`config.mk`:
```
export PLATFORM = sky130hd
export DESIGN_NAME = alu_flagged
export DESIGN_NICKNAME = d
export VERILOG_FILES = /design/src/rtl/alu_pkg.sv /design/src/rtl/alu_arith.sv /design/src/rtl/alu_logic.sv /design/src/rtl/alu_shift.sv /design/src/rtl/alu_flagged.sv
export SDC_FILE = /design/constraint.sdc
export NUM_CORES = 1
export LEC_CHECK = 0
export CELL_PAD_IN_SITES_DETAIL_PLACEMENT = 1
export CELL_PAD_IN_SITES_GLOBAL_PLACEMENT = 1
export CORE_ASPECT_RATIO = 0.8
export CORE_MARGIN = 5
export CORE_UTILIZATION = 47
export DETAILED_ROUTE_END_ITERATION = 7
export DONT_BUFFER_PORTS = 1
export PLACE_DENSITY = 0.91
export SYNTH_ARGS = -nofsm -noshare
export SYNTH_HDL_FRONTEND = slang
export SYNTH_SLANG_ARGS = --single-unit
export TNS_END_PERCENT = 5
```
`constraint.sdc`:
```
create_clock -name clk -period 4.1 [get_ports clk]
set_clock_uncertainty 0.1 [all_clocks]
set_input_delay 0.615 -clock clk [delete_from_list [all_inputs] [get_ports clk]]
set_output_delay 0.615 -clock clk [all_outputs]
set_load 0.005 [all_outputs]
```
`src/rtl/alu_pkg.sv`:
```
package alu_pkg;

    localparam int FUNC_W = 4;

    typedef enum logic [FUNC_W-1:0] {
        OP_ADD = 4'b0000,
        OP_ADC = 4'b0001,
        OP_AND = 4'b0010,
        OP_OR  = 4'b0011,
        OP_XOR = 4'b0100,
        OP_NOT = 4'b0101,
        OP_SUB = 4'b0110,
        OP_SBC = 4'b0111,
        OP_INC = 4'b1000,
        OP_DEC = 4'b1001,
        OP_LSL = 4'b1010,
        OP_LSR = 4'b1011,
        OP_ASR = 4'b1100,
        OP_ROL = 4'b1101,
        OP_ROR = 4'b1110,
        OP_NOP = 4'b1111
    } alu_op_e;

    typedef enum logic [1:0] {
        CLS_ARITH,
        CLS_LOGIC,
        CLS_SHIFT,
        CLS_NONE
    } op_class_e;

    typedef struct packed {
        logic z;
        logic n;
        logic c;
        logic v;
    } alu_flags_t;

    function automatic op_class_e class_of(input alu_op_e op);
        case (op)
            OP_ADD, OP_ADC, OP_SUB, OP_SBC, OP_INC, OP_DEC: class_of = CLS_ARITH;
            OP_AND, OP_OR, OP_XOR, OP_NOT:                  class_of = CLS_LOGIC;
            OP_LSL, OP_LSR, OP_ASR, OP_ROL, OP_ROR:         class_of = CLS_SHIFT;
            default:                                        class_of = CLS_NONE;
        endcase
    endfunction

endpackage

```
`src/rtl/alu_arith.sv`:
```
module alu_arith
    import alu_pkg::*;
#(
    parameter int W = 8
) (
    input  logic [W-1:0] a,
    input  logic [W-1:0] b,
    input  logic         cin,
    input  alu_op_e      op,
    output logic [W-1:0] sum,
    output logic         cout,
    output logic         ovf
);
    localparam int MSB = W - 1;

    logic [W-1:0] addend;
    logic         carry_seed;
    logic [W:0]   wide;

    // Second adder input and carry seed are steered; the adder itself is shared.
    always_comb begin
        case (op)
            OP_ADD: begin addend = b;         carry_seed = 1'b0; end
            OP_ADC: begin addend = b;         carry_seed = cin;  end
            OP_SUB: begin addend = ~b;        carry_seed = 1'b1; end
            OP_SBC: begin addend = ~b;        carry_seed = cin;  end
            OP_INC: begin addend = '0;        carry_seed = 1'b1; end
            OP_DEC: begin addend = '1;        carry_seed = 1'b0; end
            default: begin addend = '0;       carry_seed = 1'b0; end
        endcase
    end

    assign wide = {1'b0, a} + {1'b0, addend} + {{W{1'b0}}, carry_seed};
    assign sum  = wide[W-1:0];
    assign cout = wide[W];
    // Operands of equal sign producing a sum of the other sign.
    assign ovf  = (a[MSB] == addend[MSB]) && (sum[MSB] != a[MSB]);

endmodule

```
`src/rtl/alu_logic.sv`:
```
module alu_logic
    import alu_pkg::*;
#(
    parameter int W = 8
) (
    input  logic [W-1:0] a,
    input  logic [W-1:0] b,
    input  alu_op_e      op,
    output logic [W-1:0] res
);
    genvar i;
    generate
        for (i = 0; i < W; i++) begin : g_bit
            always_comb begin
                case (op)
                    OP_AND:  res[i] = a[i] & b[i];
                    OP_OR:   res[i] = a[i] | b[i];
                    OP_XOR:  res[i] = a[i] ^ b[i];
                    OP_NOT:  res[i] = ~a[i];
                    default: res[i] = 1'b0;
                endcase
            end
        end
    endgenerate

endmodule

```
`src/rtl/alu_shift.sv`:
```
module alu_shift
    import alu_pkg::*;
#(
    parameter int W = 8
) (
    input  logic [W-1:0] a,
    input  alu_op_e      op,
    output logic [W-1:0] res,
    output logic         out_bit
);
    localparam int MSB = W - 1;

    always_comb begin
        case (op)
            OP_LSL: begin res = {a[MSB-1:0], 1'b0};   out_bit = a[MSB]; end
            OP_LSR: begin res = {1'b0, a[MSB:1]};     out_bit = a[0];   end
            OP_ASR: begin res = {a[MSB], a[MSB:1]};   out_bit = a[0];   end
            OP_ROL: begin res = {a[MSB-1:0], a[MSB]}; out_bit = a[MSB]; end
            OP_ROR: begin res = {a[0], a[MSB:1]};     out_bit = a[0];   end
            default: begin res = '0;                  out_bit = 1'b0;   end
        endcase
    end

endmodule

```
`src/rtl/alu_flagged.sv`:
```
module alu_flagged
    import alu_pkg::*;
#(
    parameter int W = 8
) (
    input  logic         clk,
    input  logic         rst,
    input  logic [W-1:0] op_a,
    input  logic [W-1:0] op_b,
    input  logic         carry_in,
    input  logic [3:0]   func,
    output logic [W-1:0] result_q,
    output logic         flag_z,
    output logic         flag_n,
    output logic         flag_c,
    output logic         flag_v
);
    localparam int MSB = W - 1;

    alu_op_e      op;
    op_class_e    cls;
    logic [W-1:0] arith_res, logic_res, shift_res, sel_res;
    logic         arith_c, arith_v, shift_c;
    alu_flags_t   nxt_flags, flags_q;

    assign op  = alu_op_e'(func);
    assign cls = class_of(op);

    alu_arith #(.W(W)) u_arith (
        .a(op_a), .b(op_b), .cin(carry_in), .op(op),
        .sum(arith_res), .cout(arith_c), .ovf(arith_v)
    );

    alu_logic #(.W(W)) u_logic (
        .a(op_a), .b(op_b), .op(op), .res(logic_res)
    );

    alu_shift #(.W(W)) u_shift (
        .a(op_a), .op(op), .res(shift_res), .out_bit(shift_c)
    );

    always_comb begin
        nxt_flags = '0;
        case (cls)
            CLS_ARITH: begin
                sel_res     = arith_res;
                nxt_flags.c = arith_c;
                nxt_flags.v = arith_v;
            end
            CLS_LOGIC: sel_res = logic_res;
            CLS_SHIFT: begin
                sel_res     = shift_res;
                nxt_flags.c = shift_c;
            end
            default:   sel_res = '0;
        endcase
        nxt_flags.z = (sel_res == '0);
        nxt_flags.n = sel_res[MSB];
    end

    always_ff @(posedge clk) begin
        if (rst) begin
            result_q <= '0;
            flags_q  <= '0;
        end else begin
            result_q <= sel_res;
            flags_q  <= nxt_flags;
        end
    end

    assign flag_z = flags_q.z;
    assign flag_n = flags_q.n;
    assign flag_c = flags_q.c;
    assign flag_v = flags_q.v;

endmodule

```
==> results of run 1 <==
[worst paths after layout]
check  cells after the start          end
min                        1  result_q[5]
max                       14       flag_z
[synth_stat cells (all sizes together), types with 6 or more instances]
master	n	area, sq um
o21ai	15	75.1
nor2	16	60.1
nor2b	12	82.6
ha	24	300
nand2b	6	37.5
a21oi	25	125
nand2	17	63.8
nand3	6	35.0
dfxtp	11	220
inv	22	82.6
buf	12	87.6
o22ai	7	43.8
[stage by stage]
step	worst slack, ns	hold WS (ns)	utilization [%]	cell area, sq um
6_report	0.879	0.342	49.3	1860
5_1_grt	0.714	0.336	49.3	1860
4_1_cts	0.887	0.338	49.3	1860
3_5_place_dp	0.673	0.589	48.1	1820
3_3_place_gp	0.830	0.589	48.1	1820
2_1_floorplan	0.920	0.774	-	1840
[layer usage]
layer,global-route usage (%),up-vias
li1,-,877
met1,28.5,916
met2,36.5,86
met3,5.31,15
met4,6.96,0
met5,0,-
[cell type report]
class,count,area share (%)
flip-flops and latches,11,11.8
inverters,22,4.43
multi-input cells,197,77.7
clock buffers,4,2.42
well taps,55,3.69
[logic make-up (layout without fill, tap and decap cells)]
group | after synthesis | count (layout) | share of synthesized area (%)
buffers and inverters | 34 | 26 | 9.26
AND/OR/NAND/NOR | 72 | 72 | 21.4
adder cells (fa/ha/maj) | 26 | 26 | 18.5
XOR/XNOR | 6 | 6 | 2.86
flip-flops | 11 | 11 | 12.0
multiplexers | 4 | 4 | 2.38
AO/OA/AOI/OAI | 89 | 89 | 33.6
[power by group through the flow]
stage	combinational, W	clock [W]	sequential (W)
floorplan	0.000150	0	0.000124
global placement	0.000163	0	0.000126
detailed placement	0.000171	0	0.000126
CTS	0.000174	0.000109	0.000124
global route	0.000195	0.000114	0.000124
finish	0.000175	0.000107	0.000123
[registers in the layout, summed over array words and instances, names as in the netlist]
name,cells
flag_z,1
flag_c,1
flag_v,1
result_q,8
==> impl_metrics.env, run 1 <==
export IMPL_outcome="completed"
export IMPL_met3_length_um=538
export IMPL_clock_sinks=11
export IMPL_antennaDiodeCount=0
export IMPL_combinationalPowerShare_pct=43.3
export IMPL_layout_min_cycle_time_ns=3.22
export IMPL_antenna_found_initial=0
export IMPL_syn_inst=242
export IMPL_worstPathArrival_ns=3.30
export IMPL_hold_path_startpoint="rst"
export IMPL_design_core_area_sq_um=3780
export IMPL_drc=0
export IMPL_ys_warn_count=0
export IMPL_timing_final_crit_share_pct=78.6
export IMPL_final_antenna_net_count=0
export IMPL_setup_tns_ns=0
export IMPL_grt_total_usage_pct=22.2
export IMPL_rsz0062_at_grt="no"
export IMPL_worst_ep_required_time_ns=4.18
export IMPL_syn_nets=291
export IMPL_finalNonFillerCells=289
export IMPL_p_sw_share_pct=35.4
export IMPL_dp_cells=285
export IMPL_synthFlopType="dfxtp_1"
export IMPL_grt_pass1_vias=1901
export IMPL_layout_nets=284
export IMPL_fmax_ghz=0.310
export IMPL_rows=20
export IMPL_setup_viol=0
export IMPL_power_w=0.000405
export IMPL_dr_wl_met2_um=2670
export IMPL_dp_hpwl_um=4480
export IMPL_leakage_nw=0.809
export IMPL_max_slew_worst_pin_slew_ns=0.593
export IMPL_synth_edf_count=0
export IMPL_cpPeakStageDelay_ns=0.44
export IMPL_synth_avg_cell_area_sq_um=7.60
export IMPL_cts_hold_buf=0
export IMPL_root_buffer="clkbuf_8"
export IMPL_cp_num_buf_inv=2
export IMPL_postCtsResizedCells=0
export IMPL_crit_path_start_kind="input pin"
export IMPL_p_seq_share_pct=30.4
export IMPL_io_buffers=0
export IMPL_post_cts_buffers=0
export IMPL_routed_wl_um=5740
export IMPL_met1_length_um=2410
export IMPL_drtIter0Drc=223
export IMPL_slew_headroom_pct=60.2
export IMPL_crit_chain="inv_1, nand2_1, o21ai_0, o21a_1, o21ai_0, fa_1, inv_1, fa_1, nand3_1, nand2_1, xnor2_1, o41a_1, a211oi_1, and4bb_1"
export IMPL_viasPerCell=6.55
export IMPL_routabilityCongestion=0.930
export IMPL_drive_above_1_share_pct=5.13
export IMPL_slew_viol_final=0
export IMPL_highest_layer="met4"
export IMPL_clkPwrFrac_pct=26.3
export IMPL_end_kind="flip-flop"
export IMPL_slowest_stage="o41a_1"
export IMPL_overflow=0
export IMPL_layout_commonest_cell="a21oi_1"
export IMPL_cts_buffers=3
export IMPL_final_cell_mix="25 x a21oi_1, 24 x ha_1, 20 x inv_1"
export IMPL_synth_seq_cells=11
export IMPL_power_density_nw_per_um2=217
export IMPL_path_max_fanout=17
export IMPL_clock_path_buffers=2
export IMPL_hp_class="input pin to flip-flop"
export IMPL_switchingPower_w=0.000143
export IMPL_critPathKind="input pin to flip-flop"
export IMPL_fillCellCount=477
export IMPL_htreeDepth=1
export IMPL_cts_tree="yes"
export IMPL_synthArstFlopShare_pct=0
export IMPL_boundaryPins=35
export IMPL_cp_top_family="compound AO/OA/AOI/OAI gates"
export IMPL_post_synth_num_cell_types=59
export IMPL_fp_dieH_um=65.9
export IMPL_peakVddDrop_mv=0.120
export IMPL_syn_area_sq_um=1840
export IMPL_critPathLaunch="func[1]"
export IMPL_multi_input_area_sq_um=1450
export IMPL_cap_violations=0
export IMPL_routedWlPerCell_um=19.9
export IMPL_syn2layout_area_growth_pct=1.43
export IMPL_p_int_w=0.000261
export IMPL_hold_viol=0
export IMPL_ys_seq_area_share_pct=12.0
export IMPL_drtPass1Iterations=4
export IMPL_grt_pass1_wl_um=9200
export IMPL_start_util_pct=48.6
export IMPL_vias=1894
export IMPL_clkTransAtPathRegs_ns=0.05
export IMPL_die_x_um=79.9
export IMPL_grt_start_max_net_pins=43
export IMPL_regArea_sq_um=220
export IMPL_die_area_sq_um=5270
Note: power is estimated with default switching activity, not from simulation.
==> run 2, diff against run 1 <==
==> constraint.sdc (replaced) <==
create_clock -name clk -period 3 [get_ports clk]
set_clock_uncertainty 0.1 [all_clocks]
set_input_delay 0.45 -clock clk [delete_from_list [all_inputs] [get_ports clk]]
set_output_delay 0.45 -clock clk [all_outputs]
set_load 0.005 [all_outputs]
==> run 2 against run 1 <==
Die area is the same. First-iteration DRC count down 20%. Global-route usage rose by 0.67 points. Setup slack worse by 0.67 ns. Final area is 4.2% higher. Total power is 39% higher. Sequential power up 37%. Utilization grew 2.1 points. Wire length grew 3.3%. Sequential cell count unchanged. Critical endpoint unchanged. Largest cell class unchanged. Largest power group unchanged.
==> impl_metrics.env, run 2 (same netlist as run 1, synthesis figures left out) <==
export IMPL_outcome="completed"
export IMPL_hold_path_startpoint="rst"
export IMPL_path_max_fanout=7
export IMPL_hp_class="input pin to flip-flop"
export IMPL_p_sw_share_pct=35.1
export IMPL_layout_commonest_cell="a21oi_1"
export IMPL_final_antenna_net_count=0
export IMPL_postLayoutCellArea_sq_um=1940
export IMPL_clkTransAtPathRegs_ns=0.05
export IMPL_place_area_sq_um=1900
export IMPL_htreeDepth=1
export IMPL_fp_dieH_um=65.9
export IMPL_cts_hold_buf=0
export IMPL_p_seq_share_pct=29.9
export IMPL_die_x_um=79.9
export IMPL_fillCellCount=485
export IMPL_worst_ep_required_time_ns=3.07
export IMPL_routed_wl_um=5930
export IMPL_drc=0
export IMPL_fmax_ghz=0.358
export IMPL_post_cts_buffers=0
export IMPL_cp_num_buf_inv=2
export IMPL_clkPwrFrac_pct=25.4
export IMPL_cap_violations=0
export IMPL_vias=1925
export IMPL_drtPass1Iterations=4
export IMPL_critPathKind="input pin to flip-flop"
export IMPL_routedWlPerCell_um=19.8
export IMPL_timing_final_crit_share_pct=93.1
export IMPL_dp_hpwl_um=4610
export IMPL_design_core_area_sq_um=3780
export IMPL_whs_ns=0.180
export IMPL_grt_total_usage_pct=22.8
export IMPL_worstPathArrival_ns=2.87
export IMPL_die_area_sq_um=5270
export IMPL_hold_depth=1
export IMPL_start_util_pct=48.6
export IMPL_final_cell_mix="25 x a21oi_1, 24 x ha_1, 20 x inv_1"
export IMPL_largest_register_ff_count=8
export IMPL_max_slew_worst_pin_slew_ns=0.470
export IMPL_top_register="result_q"
export IMPL_switchingPower_w=0.000198
export IMPL_syn2layout_area_growth_pct=5.65
export IMPL_routabilityCongestion=0.943
export IMPL_slowest_stage="o41a_1"
export IMPL_fin_util_pct=51.4
export IMPL_power_density_nw_per_um2=290
export IMPL_viasPerCell=6.44
export IMPL_antenna_found_initial=0
export IMPL_end_kind="flip-flop"
export IMPL_grt_pass1_vias=1925
export IMPL_clock_path_buffers=2
export IMPL_layout_min_cycle_time_ns=2.79
export IMPL_hold_viol=0
export IMPL_boundaryPins=35
export IMPL_p_int_w=0.000366
export IMPL_postCtsResizedCells=0
export IMPL_rows=20
export IMPL_layout_nets=294
export IMPL_drive_above_1_share_pct=9.43
export IMPL_clock_sinks=11
export IMPL_cp_top_family="compound AO/OA/AOI/OAI gates"
export IMPL_combinationalPowerShare_pct=44.7
export IMPL_drtIter0Drc=178
export IMPL_slew_headroom_pct=68.7
export IMPL_io_buffers=0
export IMPL_peakVddDrop_mv=0.146
export IMPL_cts_tree="yes"
export IMPL_antennaDiodeCount=0
export IMPL_setup_viol=0
export IMPL_grt_pass1_wl_um=9550
export IMPL_cpPeakStageDelay_ns=0.45
export IMPL_min_to="result_q[0]"
export IMPL_slew_viol_final=0
export IMPL_crit_chain="inv_2, nand3_1, o22a_1, fa_1, inv_1, fa_1, nand3_1, nand2_1, xnor2_1, o41a_1, a211oi_1, and4bb_1"
export IMPL_cts_buffers=3
export IMPL_crit_path_start_kind="input pin"
export IMPL_rsz0062_at_grt="no"
export IMPL_leakage_nw=0.858
export IMPL_grt_start_max_net_pins=43
export IMPL_root_buffer="clkbuf_8"
export IMPL_overflow=0
[run 2: cell types whose count changed in the layout (fill, tap and decap cells not counted)]
cell	previous run	this run
buf_4	0	10
nand2_1	17	16
o21ai_0	10	9
o21ai_1	5	6
nand2_2	0	1
[run 2: area by class of cell]
cell class / instances / area, sq um / area share [%]
timing repair buffer: 10 / 75.1 / 3.87
tap: 55 / 68.8 / 3.54
sequential: 11 / 220 / 11.3
inverter: 22 / 82.6 / 4.25
clock buffer: 4 / 45.0 / 2.32
multi-input combinational: 197 / 1450 / 74.7
[run 2: how the worst max path moves through the flow]
stage               cells after the start  endpoint    start  slack (ns)
floorplan                              15    flag_z  func[2]        0.05
global placement                       12    flag_z  func[3]        0.13
detailed placement                     13    flag_z  func[1]       -0.05
CTS                                    13    flag_z  func[1]        0.20
global route                           14    flag_z  func[1]        0.03
finish                                 12    flag_z  func[3]        0.21
[run 2: layer usage]
layer  vias up  part of all wire, %  track usage, %  routed length (um)
li1        896                    -               -                   -
met1       912                   43            30.1                2570
met2       107                   46            38.1                2760
met3        10                  8.6            4.50                 510
met4         0                  1.6            5.70                  97
met5         -                    0               0                   0
[run 2: through the flow]
stage / instances / TNS [ns] / setup WS, ns / power (W)
floorplan: 242 / 0 / 0.0550 / 0.000374
global placement: 295 / 0 / 0.129 / 0.000405
detailed placement: 295 / -0.0499 / -0.0499 / 0.000416
CTS: 299 / 0 / 0.205 / 0.000565
global route: 299 / 0 / 0.0328 / 0.000603
finish: 299 / 0 / 0.206 / 0.000564
[run 2: power by group through the flow]
stage	combinational, W	sequential [W]	clock, W
after global routing	0.000278	0.000170	0.000155
final	0.000252	0.000168	0.000144
after detailed placement	0.000245	0.000172	0
after global placement	0.000234	0.000171	0
after floorplan	0.000205	0.000169	0
after CTS	0.000248	0.000169	0.000148
